File: src/rtl/pow2_pkg.sv
package pow2_pkg;

  localparam int IN_W   = 32;
  localparam int WORD_W = 80;

  localparam int SGL_EXP_W = 8;
  localparam int SGL_LOW_W = 23;
  localparam int DBL_EXP_W = 11;
  localparam int DBL_LOW_W = 52;
  localparam int EXT_EXP_W = 15;
  localparam int EXT_LOW_W = 63;

  typedef enum logic [1:0] {
    FMT_SGL = 2'd0,
    FMT_DBL = 2'd1,
    FMT_EXT = 2'd2,
    FMT_RSV = 2'd3
  } fmt_e;

  typedef enum logic [1:0] {
    RGN_SUB  = 2'd0,
    RGN_NORM = 2'd1,
    RGN_SAT  = 2'd2
  } region_e;

endpackage

File: src/rtl/pow2_lane.sv
module pow2_lane
  import pow2_pkg::*;
#(
  parameter int P_W      = 32,
  parameter int EXP_W    = 8,
  parameter int LOW_W    = 23,
  parameter bit EXPLICIT = 1'b0,
  localparam int SIG_W   = LOW_W + (EXPLICIT ? 1 : 0)
) (
  input  logic [P_W-1:0]   p_i,
  output logic [EXP_W-1:0] exp_o,
  output logic [SIG_W-1:0] sig_o
);
  localparam int A_W  = P_W + 2;
  localparam int BIAS = ((1 << EXP_W) - 1) >> 1;
  localparam logic signed [A_W-1:0] HI_LIM = A_W'(BIAS);
  localparam logic signed [A_W-1:0] LO_LIM = A_W'(-BIAS);
  localparam logic signed [A_W-1:0] K_OFS  = A_W'(BIAS + LOW_W - 1);
  localparam logic signed [A_W-1:0] K_M1   = A_W'(-1);

  logic signed [A_W-1:0] p_w;
  logic signed [A_W-1:0] k_w;
  logic signed [A_W-1:0] e_sum;
  logic [LOW_W-1:0]      sub_low;
  region_e               rgn;

  assign p_w   = $signed({{2{p_i[P_W-1]}}, p_i});
  assign k_w   = p_w + K_OFS;
  assign e_sum = p_w + HI_LIM;

  always_comb begin
    if (p_w > HI_LIM)      rgn = RGN_SAT;
    else if (p_w > LO_LIM) rgn = RGN_NORM;
    else                   rgn = RGN_SUB;
  end

  for (genvar i = 0; i < LOW_W; i++) begin : g_bit
    if (i == 0) begin : g_lsb
      assign sub_low[i] = (k_w == A_W'(i)) || (k_w == K_M1);
    end else begin : g_oth
      assign sub_low[i] = (k_w == A_W'(i));
    end
  end

  logic [LOW_W-1:0] low_sel;

  always_comb begin
    exp_o   = '0;
    low_sel = '0;
    unique case (rgn)
      RGN_SAT:  exp_o = '1;
      RGN_NORM: exp_o = e_sum[EXP_W-1:0];
      default:  low_sel = sub_low;
    endcase
  end

  if (EXPLICIT) begin : g_int
    assign sig_o = {(rgn != RGN_SUB), low_sel};
  end else begin : g_noint
    assign sig_o = low_sel;
  end

endmodule

File: src/rtl/pow2_pack.sv
module pow2_pack
  import pow2_pkg::*;
(
  input  logic [1:0]           fmt_i,
  input  logic [SGL_EXP_W-1:0] s_exp_i,
  input  logic [SGL_LOW_W-1:0] s_sig_i,
  input  logic [DBL_EXP_W-1:0] d_exp_i,
  input  logic [DBL_LOW_W-1:0] d_sig_i,
  input  logic [EXT_EXP_W-1:0] x_exp_i,
  input  logic [EXT_LOW_W:0]   x_sig_i,
  output logic [WORD_W-1:0]    word_o
);
  localparam int S_TOT = 1 + SGL_EXP_W + SGL_LOW_W;
  localparam int D_TOT = 1 + DBL_EXP_W + DBL_LOW_W;

  always_comb begin
    unique case (fmt_e'(fmt_i))
      FMT_SGL: word_o = {{(WORD_W - S_TOT){1'b0}}, 1'b0, s_exp_i, s_sig_i};
      FMT_DBL: word_o = {{(WORD_W - D_TOT){1'b0}}, 1'b0, d_exp_i, d_sig_i};
      FMT_EXT: word_o = {1'b0, x_exp_i, x_sig_i};
      default: word_o = '0;
    endcase
  end

endmodule

File: src/rtl/pow2_scale_gen.sv
module pow2_scale_gen
  import pow2_pkg::*;
(
  input  logic              clk,
  input  logic              rst,
  input  logic              in_valid,
  input  logic [IN_W-1:0]   in_exp,
  input  logic [1:0]        in_fmt,
  output logic              out_valid,
  output logic [WORD_W-1:0] out_word
);
  logic [SGL_EXP_W-1:0] s_exp;
  logic [SGL_LOW_W-1:0] s_sig;
  logic [DBL_EXP_W-1:0] d_exp;
  logic [DBL_LOW_W-1:0] d_sig;
  logic [EXT_EXP_W-1:0] x_exp;
  logic [EXT_LOW_W:0]   x_sig;
  logic [WORD_W-1:0]    word_d;

  pow2_lane #(.P_W(IN_W), .EXP_W(SGL_EXP_W), .LOW_W(SGL_LOW_W), .EXPLICIT(1'b0))
    u_sgl (.p_i(in_exp), .exp_o(s_exp), .sig_o(s_sig));

  pow2_lane #(.P_W(IN_W), .EXP_W(DBL_EXP_W), .LOW_W(DBL_LOW_W), .EXPLICIT(1'b0))
    u_dbl (.p_i(in_exp), .exp_o(d_exp), .sig_o(d_sig));

  pow2_lane #(.P_W(IN_W), .EXP_W(EXT_EXP_W), .LOW_W(EXT_LOW_W), .EXPLICIT(1'b1))
    u_ext (.p_i(in_exp), .exp_o(x_exp), .sig_o(x_sig));

  pow2_pack u_pack (
    .fmt_i  (in_fmt),
    .s_exp_i(s_exp), .s_sig_i(s_sig),
    .d_exp_i(d_exp), .d_sig_i(d_sig),
    .x_exp_i(x_exp), .x_sig_i(x_sig),
    .word_o (word_d)
  );

  always_ff @(posedge clk) begin
    if (rst) begin
      out_valid <= 1'b0;
      out_word  <= '0;
    end else begin
      out_valid <= in_valid;
      if (in_valid) out_word <= word_d;
    end
  end

endmodule

File: config.mk
export PLATFORM = sky130hd
export DESIGN_NAME = pow2_scale_gen
export DESIGN_NICKNAME = d
export VERILOG_FILES = /design/src/rtl/pow2_pkg.sv /design/src/rtl/pow2_lane.sv /design/src/rtl/pow2_pack.sv /design/src/rtl/pow2_scale_gen.sv
export SDC_FILE = /design/constraint.sdc
export NUM_CORES = 1
export LEC_CHECK = 0
export CORE_UTILIZATION = 30
export DETAILED_ROUTE_END_ITERATION = 7
export DONT_BUFFER_PORTS = 1
export SYNTH_ARGS = -nofsm -noshare
export SYNTH_HDL_FRONTEND = slang
export SYNTH_SLANG_ARGS = --single-unit
File: constraint.sdc
create_clock -name clk -period 8.9 [get_ports clk]
set_input_delay 0.89 -clock clk [delete_from_list [all_inputs] [get_ports clk]]
set_output_delay 0.89 -clock clk [all_outputs]
set_load 0.05 [all_outputs]
After elaboration in Yosys (flattened, before gate mapping)
Index checks and enable logic that the tools add are counted.
{ "word_totals": {"ff_bits": 81, "latch_bits": 0, "ramBits": 0, "rom_bits": 0, "input_bits": 37, "out_inout_bits": 81, "wordCells": 184, "mem_count": 0} }
{ "op_classes": {"add_sub_neg": 6, "mul": 0, "div_mod_pow": 0, "n_lt_le_gt_ge": 6, "n_eq_ne": 146, "n_shift": 0, "muxes": 13, "bitwise": 0, "reduce_logical": 11} }
{ "op_table": {"columns": ["cell", "count"], "rows": [
  ["equality test 34 x 7 -> 1 bit (second input constant)", 51],
  ["equality test 34 x 6 -> 1 bit (second input constant)", 39],
  ["equality test 34 x 5 -> 1 bit (second input constant)", 24],
  ["equality test 34 x 4 -> 1 bit (second input constant)", 12],
  ["case mux 79 bit (3 select lines)", 1],
  ["equality test 34 x 3 -> 1 bit (second input constant)", 6],
  ["equality test 34 x 1 -> 1 bit (second input constant)", 3],
  ["equality test 34 x 2 -> 1 bit (second input constant)", 3],
  ["zero test 34 bit", 3],
  ["> comparator 32 x 11 -> 1 bit (second input constant)", 2],
  ["> comparator 32 x 15 -> 1 bit (second input constant)", 2],
  ["> comparator 32 x 8 -> 1 bit (second input constant)", 2],
  ["two-way mux 63 bit", 1],
  ["two-way mux 52 bit", 1],
  ["adder 32 x 12 -> 33 bit (second input constant)", 1],
  ["adder 32 x 16 -> 33 bit (second input constant)", 1],
  ["adder 32 x 9 -> 33 bit (second input constant)", 1],
  ["case mux 15 bit (2 select lines)", 1],
  ["two-way mux 23 bit", 1],
  ["case mux 11 bit (2 select lines)", 1],
  ["case mux 8 bit (2 select lines)", 1],
  ["adder 15 bit (second input constant)", 1],
  ["adder 11 bit (second input constant)", 1],
  ["adder 8 bit (second input constant)", 1],
  ["other kinds (8)", 22]
]} }

Longest topological paths before layout
{ "depth": {"ltp_word": 7, "ltp_mapped": 13, "ltp_nobuf": 10} }

Hierarchy
A second synthesis with hierarchy kept.
{ "hier_totals": {"hier_cells": 1287, "hier_area_um2": 9715.6} }
{ "modules_own_cells": {"columns": ["mod", "n_inst", "cells_each", "area_per_inst_um2", "seq_area_each_um2"], "rows": [
  ["pow2_scale_gen", 1, 260, 2896.5, 1621.6],
  ["pow2_lane at u_ext", 1, 311, 1820.5, 0.0],
  ["pow2_lane at u_sgl", 1, 280, 1820.5, 0.0],
  ["pow2_lane at u_dbl", 1, 303, 1770.4, 0.0],
  ["pow2_pack", 1, 133, 1407.6, 0.0]
]} }

Least setup slack after synthesis
No wires, ideal clock.
{ "synth_timing": {"kind": "input-to-reg", "startpoint": "input in_exp[2]", "endpoint": "register out_word[4]", "setup_ps": 95, "t_arrival_ps": 3986, "required_time_ps": 8805, "path_slack_ps": 4819, "stages": 11, "path_buffers": 2, "cell_sequence": "buf_2 -> clkbuf_1 -> inv_1 -> ha_1 -> a211oi_4 -> a21oi_1 -> or3_1 -> a221oi_2 -> nand3_2 -> or4_1 -> a221oi_1"} }
{ "synth_between": {"elab_chain_len": 7, "word_cells_on_any_way": 31, "cone_classes": "add/sub (3); order compare (6); eq/ne (9); mux (10); reduce/logical (3)"} }
{ "synth_lines": {"columns": ["item", "line_no", "rtl"], "rows": [
  ["start, declared", "pow2_scale_gen.sv:7", "input logic [IN_W-1:0] in_exp,"],
  ["> comparator 32 x 15 -> 1 bit (tied with other cells)", "pow2_lane.sv:33", "else if (p_w > LO_LIM) rgn = RGN_NORM;"],
  ["two-way mux 1 bit", "pow2_lane.sv:33", null],
  ["two-way mux 2 bit", "pow2_lane.sv:32", "if (p_w > HI_LIM) rgn = RGN_SAT;"],
  ["equality test 2 bit / equality test 2 x 1 -> 1 bit (equally long branches)", "pow2_lane.sv:50", "unique case (rgn)"],
  ["OR reduction 2 bit (no line)", null, null],
  ["two-way mux 63 bit (tied with other cells)", "pow2_lane.sv:50", null],
  ["case mux 79 bit (3 select lines) (*)", "pow2_pack.sv:17", "unique case (fmt_e'(fmt_i))"],
  ["end signal, assigned", "pow2_scale_gen.sv:43", "if (in_valid) out_word <= word_d;"],
  ["end, declared", "pow2_scale_gen.sv:10", "output logic [WORD_W-1:0] out_word"]
]} }
Mark *: on every way between the ends. The rest lies on a longest branch, timed or not.
A chain may end at the register's enable or synchronous reset.

Worst setup path after layout
{ "layout_timing": {"startpoint": "input in_exp[2]", "endpoint": "register out_word[44]"} }
{ "layout_between": {"elab_chain_len": 7, "word_cells_on_any_way": 21, "cone_classes": "add/sub (2); order compare (4); eq/ne (6); mux (7); reduce/logical (2)"} }
{ "layout_lines": {"columns": ["item", "line_no"], "rows": [
  ["> comparator 32 x 15 -> 1 bit / > comparator 32 x 11 -> 1 bit (equally long branches)", "pow2_lane.sv:33"],
  ["two-way mux 1 bit", "pow2_lane.sv:33"],
  ["two-way mux 2 bit", "pow2_lane.sv:32"],
  ["equality test 2 bit / equality test 2 x 1 -> 1 bit (equally long branches)", "pow2_lane.sv:50"],
  ["OR reduction 2 bit (no line)", null],
  ["two-way mux 63 bit / two-way mux 52 bit (equally long branches)", "pow2_lane.sv:50"],
  ["case mux 79 bit (3 select lines) (*)", "pow2_pack.sv:17"]
]} }
Marked as above.

==> metrics.yaml <==
outcome: "completed"
post_drt_wl_per_cell_um: 23.9
cellLeakagePower_nw: 2.28
overflow: 0
die_area_mm2: 0.0250
netlist.area_leader.share_pct: 21.9
synth.yosys.seq_area_share_pct: 21.9
power_density_mw_per_mm2: 121
hold_violations: 0
route.detailed.drc: 0
grt_usage_pct: 24.2
ir_drop_v: 0.0000858
area_growth_pct: 5.48
hold_path_depth: 1
port_buffers: 0
cp_cell_sequence: "inv_1 -> ha_1 -> a211oi_4 -> a2111oi_4 -> o21ai_0 -> nor3b_1 -> o22ai_1 -> nor3_1 -> nand2b_1 -> o31ai_1"
num_rows: 56
whs_endpoint: "out_word[14]$_SDFFE_PP0P_"
synth_area_per_cell_um2: 7.18
synth_edf_count: 0
cts_buffers: 9
drive_gt1_share_pct: 6.71
wl_um: 30400
grt_antenna_before_repair: 0
clock-root-buffer: "clkbuf_16"
ant_nets: 0
grt_pass1_wl_um: 46000
min_from: "rst"
cp_top_family: "compound AO/OA/AOI/OAI gates"
fin_setup_tns_ps: 0
cpPeakStageDelay_ps: 770
cts_tree: "built"
pin_count: 118
via_per_inst: 6.33
worst_pin_slew_ps: 1300
fmax_mhz: 250
hpwl_um: 22200
yosys.area.top_type: "dfxtp_1"
synthesis.area_mm2: 0.00730
r2r_slack_ps: 7320
synthArstFlopShare_pct: 0
post-route-util_pct: 32.5
cts_repair_resize_count: 0
cts_buffer_depth: 2
place_congestion: 0.950
hold_class: "input port to flop"
ctsHtreeMaxLevel: 3
vias: 8055
timing.rr.end: "out_word[0]$_SDFFE_PP0P_"
min_period_over_period_pct: 45.0
path_buf_inv: 1
synth.net_count: 1065
ys_warn_count: 0
clock_skew_ps: 0
grt_pass1_vias: 7357
syn_inst: 1018
slowest_stage: "a2111oi_4"
core_area_mm2: 0.0237
clkTransAtPathRegs_ps: 70
postCtsHoldBufs: 0
clk_latency_ps: 350
grt_max_degree: 64
setup_viol_count_final: 0
post_cts_buffers: 0
fin_ws_ps: 4890
post-route-min-period_ps: 4010
max_slew_margin_pct: 12.5
worst-path-stages: 10
dp_slack_ps: 4640
r2r_cells: 5
maxCapViolations: 0
initial_utilization_pct: 30.8
drv_slew: 0
ys_ff_latch: 80
first_pass_iters: 6
worstPathRequired_ps: 9170
numClockSinks: 80
worstPathMaxFanout: 21
nets: 996
path_class: "input port to flop"
rsz0062_at_grt: "false"
synth_flop_cell: "dfxtp_1"
antennaDiodeCount: 0
chipWidth_um: 158
first_iter_violations: 1047
endpoint_kind: "flop"
reg2reg_from: "out_word[0]$_SDFFE_PP0P_"
fp.dieH_um: 158
cp-start-kind: "input port"
synth_cell_types: 87
yosys-top-cells-area: "dfxtp_1 22%, nand2_1 6.4%, a21oi_1 4.9%, nor2_1 4.4%, xnor2_1 3.8%"
crit_arrival_ps: 4270
## placed cells by master (no fill, tap or decap), types with 16 or more instances in the layout
cell type and n:
o21ai_0 48, nand3_1 39, nand2_1 125, nand4_1 31
and3_1 17, nor3_1 36, a22oi_1 17, nor2_1 85
and2_1 18, o31ai_1 31, dfxtp_1 80, a221oi_1 16
xnor2_1 32, xor2_1 17, a21oi_1 71, a211oi_1 27
## area by class of cell
| type | count | area (um2) |
|---|---|---|
| fill | 2606 | 16000 |
| multi-input combinational | 838 | 5290 |
| sequential | 80 | 1600 |
| tap | 319 | 399 |
| clock buffer | 9 | 225 |
| clock inverter | 7 | 95.1 |
| inverter | 14 | 52.6 |
| timing repair buffer | 6 | 45.0 |
## where the power goes
group	switching (mW)	internal, mW
logic	0.103	0.0497
clock network	0.161	0.246
registers	0.0141	0.361
total	0.278	0.657
## metal layers
metal  part of all wire (%)  vias up  global-route usage [%]
li1                       -     3695                       -
met1                     41     3791                    31.9
met2                     45      491                    38.2
met3                     11       78                    5.89
met4                    3.1        0                    8.93
met5                      0        -                       0
## sequential cells by signal (all words and copies together) (netlist names)
name	count
out_word	79
out_valid	1
## cell usage after synthesis, drive strengths merged (9+ instances only)
cell,n
a31oi,12
nand3,40
buf,30
o31ai,32
or4,10
a22oi,17
xnor2,32
nor3,39
nand4,34
nor2b,9
ha,10
inv,14
a21oi,71
nor2,87
a211oi,30
nand2b,15
a221oi,26
dfxtp,80
clkbuf,56
or3,15
o21ai,54
xor2,17
and2,18
nand2,125
and3,17
nor4,15
a22o,11
## logic make-up (layout without fill, tap and decap cells)
| group | Yosys count | in the layout | share of synthesized area, % |
|---|---|---|---|
| AOI/OAI and AO/OA | 315 | 315 | 30.9 |
| muxes | 10 | 10 | 1.40 |
| DFF | 80 | 80 | 21.9 |
| and+or+nand+nor | 453 | 453 | 32.4 |
| other | 1 | 1 | 0.0513 |
| buffers and inverters | 100 | 36 | 5.81 |
| xor gates and xnor gates | 49 | 49 | 5.88 |
| adders and majority gates | 10 | 10 | 1.71 |
## per-stage QoR
stage / power, mW / cells / area (um2) / hold slack [ps]
after floorplan: 0.520 / 1018 / 7300 / 661
after global placement: 0.532 / 1257 / 7380 / 691
after detailed placement: 0.532 / 1257 / 7380 / 695
after CTS: 0.938 / 1273 / 7700 / 595
after global routing: 0.969 / 1273 / 7700 / 596
final: 0.935 / 1273 / 7700 / 608
## worst max path at each step
| stage | startpoint | endpoint | slack, ps |
|---|---|---|---|
| 6_report | in_exp[2] | out_word[44]$_SDFFE_PP0P_ | 4890 |
| 5_1_grt | in_exp[2] | out_word[41]$_SDFFE_PP0P_ | 4670 |
| 4_1_cts | in_exp[0] | out_word[3]$_SDFFE_PP0P_ | 5000 |
| 3_5_place_dp | in_exp[0] | out_word[3]$_SDFFE_PP0P_ | 4640 |
| 3_3_place_gp | in_exp[0] | out_word[3]$_SDFFE_PP0P_ | 4710 |
| 2_1_floorplan | in_exp[2] | out_word[4]$_SDFFE_PP0P_ | 4820 |
No activity file was read; power rests on OpenSTA's default activity.
